**config.mk**
```make
export PLATFORM = sky130hd
export DESIGN_NAME = fpx_flag_bank
export DESIGN_NICKNAME = d
export VERILOG_FILES = /design/src/rtl/fpx_pkg.sv /design/src/rtl/fpx_sticky_bit.sv /design/src/rtl/fpx_mask_reg.sv /design/src/rtl/fpx_err_summary.sv /design/src/rtl/fpx_flag_bank.sv
export SDC_FILE = /design/constraint.sdc
export NUM_CORES = 1
export LEC_CHECK = 0
export BUFFER_PORTS_ARGS = -buffer_cell sky130_fd_sc_hd__buf_2
export CAP_MARGIN = 5
export CORE_MARGIN = 4
export CORE_UTILIZATION = 40
export DETAILED_ROUTE_END_ITERATION = 12
export PLACE_DENSITY = 0.75
export SYNTH_ARGS = -nofsm -noshare
export SYNTH_HDL_FRONTEND = slang
export SYNTH_HIERARCHICAL = 1
export SYNTH_SLANG_ARGS = --single-unit
```
**constraint.sdc**
```tcl
create_clock -name clk -period 1.4 [get_ports clk]
set_input_delay 0.21 -clock clk [delete_from_list [all_inputs] [get_ports clk]]
set_output_delay 0.21 -clock clk [all_outputs]
set_load 0.01 [all_outputs]
```
**src/rtl/fpx_pkg.sv**
```systemverilog
package fpx_pkg;
   localparam int unsigned NUM_EXC   = 5;
   localparam int unsigned STATUS_W  = NUM_EXC + 1;
   localparam int unsigned IDX_INV   = 0;
   localparam int unsigned IDX_OVF   = 1;
   localparam int unsigned IDX_DVZ   = 2;
   localparam int unsigned IDX_UNF   = 3;
   localparam int unsigned IDX_INX   = 4;
   localparam int unsigned IDX_SUM   = NUM_EXC;
   // flags that feed the summary bit: all but inexact
   localparam logic [NUM_EXC-1:0] SUM_MASK = 5'b01111;
   typedef logic [NUM_EXC-1:0] exc_vec_t;
endpackage

```
**src/rtl/fpx_sticky_bit.sv**
```systemverilog
module fpx_sticky_bit (
   input  logic clk,
   input  logic rst_n,
   input  logic hw_set,
   input  logic sw_we,
   input  logic sw_val,
   output logic q
);
   logic q_n;

   // hardware set has priority over any software value
   always_comb begin
      q_n = q;
      if (sw_we)  q_n = sw_val;
      if (hw_set) q_n = 1'b1;
   end

   always_ff @(posedge clk or negedge rst_n) begin
      if (!rst_n) q <= 1'b0;
      else        q <= q_n;
   end
endmodule

```
**src/rtl/fpx_mask_reg.sv**
```systemverilog
module fpx_mask_reg #(
   parameter int unsigned W = 5
) (
   input  logic         clk,
   input  logic         rst_n,
   input  logic         we,
   input  logic [W-1:0] d,
   output logic [W-1:0] q
);
   always_ff @(posedge clk or negedge rst_n) begin
      if (!rst_n)  q <= '0;
      else if (we) q <= d;
   end
endmodule

```
**src/rtl/fpx_err_summary.sv**
```systemverilog
module fpx_err_summary #(
   parameter int unsigned           N    = 5,
   parameter logic [N-1:0]          MASK = '1
) (
   input  logic [N-1:0] flags,
   output logic         summary
);
   assign summary = |(flags & MASK);
endmodule

```
**src/rtl/fpx_flag_bank.sv**
```systemverilog
module fpx_flag_bank
   import fpx_pkg::*;
#(
   parameter int unsigned N        = NUM_EXC,
   parameter bit          TRAP_REG = 1'b1,
   localparam int unsigned SW      = N + 1
) (
   input  logic          clk,
   input  logic          rst_n,
   input  logic [N-1:0]  det_i,
   input  logic          flag_we,
   input  logic          ena_we,
   input  logic [SW-1:0] wr_data,
   output logic [SW-1:0] status_o,
   output logic [N-1:0]  flags_o,
   output logic          summary_o,
   output logic [N-1:0]  ena_o,
   output logic [N-1:0]  trap_o
);
   generate
      if (N != NUM_EXC) begin : g_bad_n
         $error("fpx_flag_bank: N must equal the IEEE 754 exception count");
      end
      if (SW != STATUS_W) begin : g_bad_sw
         $error("fpx_flag_bank: status width mismatch");
      end
   endgenerate

   logic [N-1:0] ena_q;
   logic [N-1:0] masked_hit;
   logic [N-1:0] trap_hit;

   fpx_mask_reg #(.W(N)) u_ena (
      .clk(clk), .rst_n(rst_n), .we(ena_we), .d(wr_data[N-1:0]), .q(ena_q)
   );

   assign masked_hit = det_i & ~ena_q;
   assign trap_hit   = det_i &  ena_q;

   for (genvar i = 0; i < N; i++) begin : g_flag
      fpx_sticky_bit u_bit (
         .clk(clk), .rst_n(rst_n),
         .hw_set(masked_hit[i]),
         .sw_we(flag_we),
         .sw_val(wr_data[i]),
         .q(flags_o[i])
      );
   end

   fpx_err_summary #(.N(N), .MASK(SUM_MASK)) u_sum (
      .flags(flags_o), .summary(summary_o)
   );

   generate
      if (TRAP_REG) begin : g_trap_ff
         logic [N-1:0] trap_q;
         always_ff @(posedge clk or negedge rst_n) begin
            if (!rst_n) trap_q <= '0;
            else        trap_q <= trap_hit;
         end
         assign trap_o = trap_q;
      end else begin : g_trap_comb
         assign trap_o = trap_hit;
      end
   endgenerate

   assign ena_o    = ena_q;
   assign status_o = {summary_o, flags_o};
endmodule

```
Word-level counts from Yosys, hierarchy flattened
Index checks and enable logic that the tools add are counted.

storage, ports and cells
  register bits after elaboration = 15
  bits in latches = 0
  bits in writable memories = 0
  ROM bits = 0
  bits of input ports = 15
  output and inout bits = 22
  word-level logic and storage cells = 26
  memories = 0

cells by class
  $add $sub $neg = 0
  $mul = 0
  div/mod/pow operators = 0
  order comparisons = 0
  eq/ne operators = 0
  shifts and indexed selects = 0
  mux-type cells = 10
  bitwise logic cells = 3
  reductions and logical operators = 6

operators with widths
  cell                count
  AND 5 bit           2
  2-to-1 mux 1 bit    10
  nonzero test 2 bit  5
  inverter 5 bit      1
  OR reduction 4 bit  1

Logic depth before layout (Yosys ltp)
Gate-level depths: netlist of the first run.

  depth after elaboration = 3
  mapped depth = 2
  mapped depth without buffers = 2

By module
The synthesis of the first run kept the hierarchy.

by module, submodules not included
  module           instances  cells an instance  area an instance (um^2)  sequential area each (um^2)
  fpx_flag_bank    1          21                 232.7                    125.1
  fpx_sticky_bit   5          3                  40.0                     25.0
  fpx_mask_reg     1          10                 181.4                    125.1
  fpx_err_summary  1          1                  7.5                      0.0

Worst setup path before layout of the first run
OpenSTA, ideal clock, no wires.

  path type = flip-flop to output port
  from = reg g_flag[1].u_bit.q
  to = out status_o[5]
  arrival time = 1.184 ns
  data required time = 1.190 ns
  path slack = 0.006 ns
  stages on the path, launching flop included = 3
  path buffers = 1
  cells stage by stage = dfrtp_1 -> or4_1 -> buf_4

on the way
  word-level cells in the longest chain between the ends = 1

ends and longest elaborated chain
  what                    line                  text
  start, declared         fpx_sticky_bit.sv:7   output logic q
  start signal, assigned  fpx_sticky_bit.sv:20  else q <= q_n;
  OR reduction 4 bit      fpx_err_summary.sv:8  assign summary = |(flags & MASK);
  end, declared           fpx_flag_bank.sv:14   output logic [SW-1:0] status_o,

Every way passes these cells.

Worst setup path after layout of the first run
  from = reg g_flag[0].u_bit.q
  to = out status_o[5]

on the way
  word-level cells in the longest chain between the ends = 1

ends and longest elaborated chain
  what                    line
  start, declared         fpx_sticky_bit.sv:7
  start signal, assigned  fpx_sticky_bit.sv:20
  OR reduction 4 bit      fpx_err_summary.sv:8

Every way passes these cells.

==> results of run 1 <==
## worst max path at each step
stage	start	to	slack, ps	cells after the start
global route	g_flag[0].u_bit/q$_DFFE_PN0P_	summary_o	-220	2
global placement	g_flag[1].u_bit/q$_DFFE_PN0P_	status_o[5]	150	2
finish	g_flag[0].u_bit/q$_DFFE_PN0P_	status_o[5]	-160	2
floorplan	g_flag[1].u_bit/q$_DFFE_PN0P_	status_o[5]	6	2
detailed placement	g_flag[0].u_bit/q$_DFFE_PN0P_	status_o[5]	120	2
CTS	g_flag[0].u_bit/q$_DFFE_PN0P_	status_o[5]	-190	2
## worst register-to-register path: stages, from the launching register on
cell and delay (ps):
dfrtp_1 390, buf_4 140, nor2b_1 120, a211o_1 260
## kinds of logic (layout without fill, tap and decap cells)
family | after synthesis | in the layout | synth area share [%]
mux | 5 | 5 | 9.05
flops | 15 | 15 | 60.4
compound gates | 5 | 5 | 7.04
simple gates | 16 | 16 | 16.3
buf+inv | 6 | 41 | 7.24
## what timing repair did
action | in CTS | in global routing
endpoints found under the setup margin | 2 | 2
gates cloned | 0 | 0
hold buffers | 1 | 0
gates resized for setup | 0 | 1
pin swaps | 1 | 0
hold endpoints to repair | 15 | 0
setup buffers | 1 | 0
## metrics by stage
step                setup slack [ps]  std cells
global route                    -224         97
finish                          -159         97
global placement                 148         91
CTS                             -190         97
floorplan                       5.66         47
detailed placement               124         91
## registers in the layout (all words and copies together) (netlist names)
| name | count |
|---|---|
| trap_o | 5 |
| u_ena/q | 5 |
| g_flag.u_bit/q | 5 |
## Yosys cell counts
| cell type | n | area share, % |
|---|---|---|
| dfrtp_1 | 15 | 60 |
| mux2_2 | 5 | 9.1 |
| buf_4 | 6 | 7.2 |
| and2_1 | 5 | 5.0 |
| a211o_1 | 5 | 7.0 |
| or4_1 | 1 | 1.2 |
| nor2b_1 | 10 | 10 |
## power by group
group	internal (mW)	switching (mW)
registers	0.475	0.0275
clock network	0.106	0.133
logic	0.100	0.0916
## area by class of cell
cell class	count	area [um2]
flip-flops and latches	15	375
clock buffers	3	22.5
well taps	15	18.8
multi-input cells	26	205
repair buffers	37	193
fillers	118	563
clock inverters	1	5.00
## layer usage
layer / vias up / part of all wire [%] / GRT usage, %
met3: 0 / 11 / 4.14
met1: 212 / 40 / 15.6
li1: 221 / - / -
met2: 22 / 49 / 21.4
met5: - / 0 / 0
met4: 0 / 0 / 6.63
==> summary.txt, run 1 <==
STA
  – Fin Clk Skew: 4.17 ps
  – Worst slew pin tran: 332 ps
  – Tcrit/Tclk final: 111%
  – Tightest hold margin: 141 ps
  – RSZ-0062 raised after global routing: true
  – Slew margin rel.: 77.9%
  – Setup TNS: -318 ps
  – Final min period: 1560 ps
  – Final worst slack: -159 ps
  – Maximum clock rate: 641 MHz
  – Max-slew violation count: 0
  – Setup Viol. Count Final: 2
  – Fin. Hold Viols: 0

Floorplanning
  – Initial core utilization: 45.0%
  – Die area: 2250 um2
  – Core area: 1380 um2
  – # IOs: 37
  – Chip Width: 47.4 um
  – Row cnt: 13
  – Die Ht: 47.4 um

Synth
  – Syn nets: 62
  – Mapped Area: 622 um2
  – Synthesis warning total: 6
  – Sequential area share after synthesis: 60.4%
  – Mapped Cells: 47
  – Synth cell types: 7
  – Syn Area/Cell: 13.2 um2
  – Synth Register Bits: 15

Flow run
  – MaxCap Viol Count: 0

Worst setup path
  – Crit start category: flop
  – Worst-path maximum fanout: 2
  – CP cell instances: or4_4 -> buf_2
  – Worst path top cell family by delay: simple AND/OR/NAND/NOR gates
  – Reg2reg end: g_flag[0].u_bit/q$_DFFE_PN0P_
  – Worst r2r src: g_flag[0].u_bit/q$_DFFE_PN0P_
  – WS Path Type: flop to primary output
  – R2r worst-path depth: 3
  – Req. time, crit path: 1190 ps
  – R2R Setup Slk: 380 ps
  – Largest stage delay, worst path: 530 ps
  – Slowest stage cell, crit path: or4_4
  – Crit path buffers/inverters: 1
  – Worst Setup End Kind: primary output
  – Worst EP arrival: 1350 ps

Final layout
  – Layout area overhead: 31.8%
  – Fin nets: 98
  – Post-route design area: 820 um2
  – Final core occ: 59.3%
  – Most frequent cells in the layout: buf_2, dfrtp_1, nor2b_1
  – Share of layout cells above drive strength 1: 56.1%
  – Antenna Cells: 0
  – Most common cell after layout, fill and taps aside: buf_2

Hold path
  – Worst hold path depth: 2
  – Hold Crit Start: det_i[3]
  – Hold Path Class: primary input to flop
  – Hold EP: trap_o[3]$_DFF_PN0_

Detailed routing
  – Drt pass-1 iters: 1
  – Residual DRC: 0
  – Via Count: 455
  – DRT iter0 DRCs: 0
  – DRT antenna net count: 0
  – Routed WL per cell: 12.6 um
  – Final wirelength: 1.23 mm
  – Vias per cell: 4.69

Clocking
  – H-Tree Depth: 1
  – Clock buffers created by TritonCTS: 3
  – Clock root buffer: clkbuf_4
  – Clock tree from TritonCTS: built
  – Clk sinks: 15
  – Worst-path clk slew: 90 ps
  – Clock buffer depth: 2
  – Clock insertion delay at the later pin of the skew report: 280 ps

Placement
  – GPL Wtd Cong: 0.630
  – # port buffers: 35
  – Area after DPL: 771 um2

Power and ir drop
  – Total power: 933 uW
  – P per Cell Area: 1140 nW/um2
  – Leakage: 0.423 nW
  – Worst VDD drop: 576 uV

Outcome
  – Outcome: complete, but fails checks
  – Failing checks: setup timing

Global routing
  – Vias in the first global route: 456
  – Pin count of the biggest net entering global routing: 16
  – Grt ovf: 0
  – Gr usage total: 13.1%
  – First-pass GRT wire length: 1.95 mm
  – Initial antenna violation count: 0
No activity file was read; power rests on OpenSTA's default activity.
==> run 2: changes to the inputs <==
CORE_UTILIZATION = 36   (was 40)
PLACE_DENSITY = 0.68   (was 0.75)
REMOVE_ABC_BUFFERS = 1   (was unset)
==> run 2 against run 1 <==
  * Hold slack improved by 15 ps
  * Global-route usage decreased by 2.5 points
  * Flip-flop and latch count unchanged
  * Sequential power about the same
  * Sequential share of layout area decreased by 1.1 points
  * Critical path type unchanged
  * Highest routed layer is now met4
  * The flow still finishes with violations (setup timing)
  * Combinational power increased by 4%
  * Maximum frequency decreased by 0.31%
  * Worst setup slack got worse by 4.8 ps
==> summary.txt, run 2 (same netlist as run 1, synthesis figures left out) <==
Outcome
  – Outcome: complete, but fails checks
  – Failing checks: setup timing

Power and ir drop
  – Psw: 242 uW
  – Sw Share: 25.9%
  – Seq pwr share: 53.8%
  – Clock share of power: 24.8%
  – Worst VDD drop: 489 uV
  – Total internal power: 691 uW
  – Gate power share: 21.4%
  – P per Cell Area: 1110 nW/um2
  – Leakage: 0.432 nW

Final layout
  – Post-route design area: 840 um2
  – Finished Layout Cells: 99
  – Antenna Cells: 0
  – Share of layout cells above drive strength 1: 55.4%
  – Layout area overhead: 35.0%
  – Most frequent cells in the layout: buf_2, dfrtp_1, nor2b_1
  – Fin nets: 99
  – Most common cell after layout, fill and taps aside: buf_2
  – FILL cells: 149

Placement
  – Post-Place Cells: 92
  – DPL Wire Length: 915 um
  – GPL Wtd Cong: 0.705
  – # port buffers: 35
  – Area after DPL: 772 um2

Clocking
  – H-Tree Depth: 1
  – Clock insertion delay at the later pin of the skew report: 270 ps
  – Clock buffer depth: 2
  – Clk sinks: 15
  – Clock root buffer: clkbuf_4
  – Worst-path clk slew: 80 ps
  – Clock tree from TritonCTS: built
  – Clock buffers created by TritonCTS: 3

Worst setup path
  – Crit path buffers/inverters: 1
  – Req. time, crit path: 1190 ps
  – Largest stage delay, worst path: 560 ps
  – CP cell instances: or4_4 -> buf_6
  – WS Path Type: flop to primary output
  – Slowest stage cell, crit path: or4_4
  – Crit start category: flop
  – Worst Setup End Kind: primary output
  – Worst-path maximum fanout: 2
  – Worst EP arrival: 1350 ps
  – Worst path top cell family by delay: simple AND/OR/NAND/NOR gates

Global routing
  – Vias in the first global route: 462
  – First-pass GRT wire length: 1.96 mm
  – Grt ovf: 0
  – Initial antenna violation count: 0
  – Gr usage total: 10.6%
  – Pin count of the biggest net entering global routing: 16

STA
  – Tightest hold margin: 156 ps
  – Slew margin rel.: 78.3%
  – Tcrit/Tclk final: 112%
  – Setup TNS: -327 ps
  – Maximum clock rate: 639 MHz
  – Final worst slack: -164 ps
  – Fin Clk Skew: 2.33 ps
  – Worst slew pin tran: 325 ps
  – Setup Viol. Count Final: 2
  – Final min period: 1560 ps
  – Max-slew violation count: 0
  – Fin. Hold Viols: 0
  – RSZ-0062 raised after global routing: true

Floorplanning
  – Core area: 1580 um2
  – Die area: 2460 um2
  – # IOs: 37
  – Row cnt: 14
  – Chip Width: 49.6 um
  – Initial core utilization: 39.4%
  – Die Ht: 49.6 um

Detailed routing
  – Routed WL per cell: 12.1 um
  – Via Count: 462
  – Drt pass-1 iters: 4
  – Vias per cell: 4.67
  – DRT iter0 DRCs: 6
  – DRT antenna net count: 0
  – Final wirelength: 1.20 mm
  – Residual DRC: 0

Hold path
  – Hold Path Class: primary input to flop

Flow run
  – MaxCap Viol Count: 0
==> run 2: worst register-to-register path, stage by stage, from the launching register on <==
cell     delay, ps
dfrtp_1        400
buf_4          140
nor2b_1        120
a211o_1        260
==> run 2: what timing repair did <==
item / 4_1_cts / 5_1_grt
setup buffers: 1 / 1
resized for setup: 3 / 0
endpoints found under the hold margin: 15 / 0
gates cloned: 0 / 0
pin swaps: 1 / 0
endpoints found under the setup margin: 2 / 2
hold buffers: 1 / 0
==> run 2: worst paths after layout <==
kind                                               startpoint                            end  slack, ps  cells past startpoint
worst max-delay path            g_flag[3].u_bit/q$_DFFE_PN0P_                    status_o[5]       -160                      2
worst min-delay path                                 det_i[4]            trap_o[4]$_DFF_PN0_        160                      2
worst max register to register  g_flag[0].u_bit/q$_DFFE_PN0P_  g_flag[0].u_bit/q$_DFFE_PN0P_        360                      3
worst min register to register         u_ena/q[0]$_DFFE_PN0P_            trap_o[0]$_DFF_PN0_        530                      1
max in group asynchronous                               rst_n  g_flag[4].u_bit/q$_DFFE_PN0P_        800                      2
min in group asynchronous                               rst_n  g_flag[3].u_bit/q$_DFFE_PN0P_        360                      2
==> run 2: cell type report <==
class                      count  area, um2  area share, %
clock buffer                   4       26.3           3.13
multi-input combinational     26        205           24.4
sequential                    15        375           44.7
tap                           16       20.0           2.38
timing repair buffer          38        213           25.3
==> run 2: power groups by stage <==
stage               registers [mW]  logic (mW)  clock network (mW)
finish                       0.501       0.199               0.232
detailed placement           0.511       0.186                   0
global placement             0.508       0.186                   0
floorplan                    0.541      0.0536                   0
CTS                          0.502       0.199               0.250
global route                 0.509       0.216               0.276
==> run 2: routing by layer <==
| metal | vias up | global-route usage [%] | part of all wire [%] |
|---|---|---|---|
| met1 | 210 | 11.4 | 42 |
| met4 | 0 | 5.53 | 0.67 |
| li1 | 226 | - | - |
| met5 | - | 0 | 0 |
| met2 | 24 | 17.6 | 46 |
| met3 | 2 | 4.52 | 11 |
==> run 2: through the flow <==
stage,setup slack [ps],power [mW],utilization (%)
detailed placement,98.6,0.697,49.0
global route,-225,1.00,53.3
CTS,-192,0.951,52.8
floorplan,98.2,0.594,-
finish,-164,0.933,53.3
global placement,138,0.694,49.0
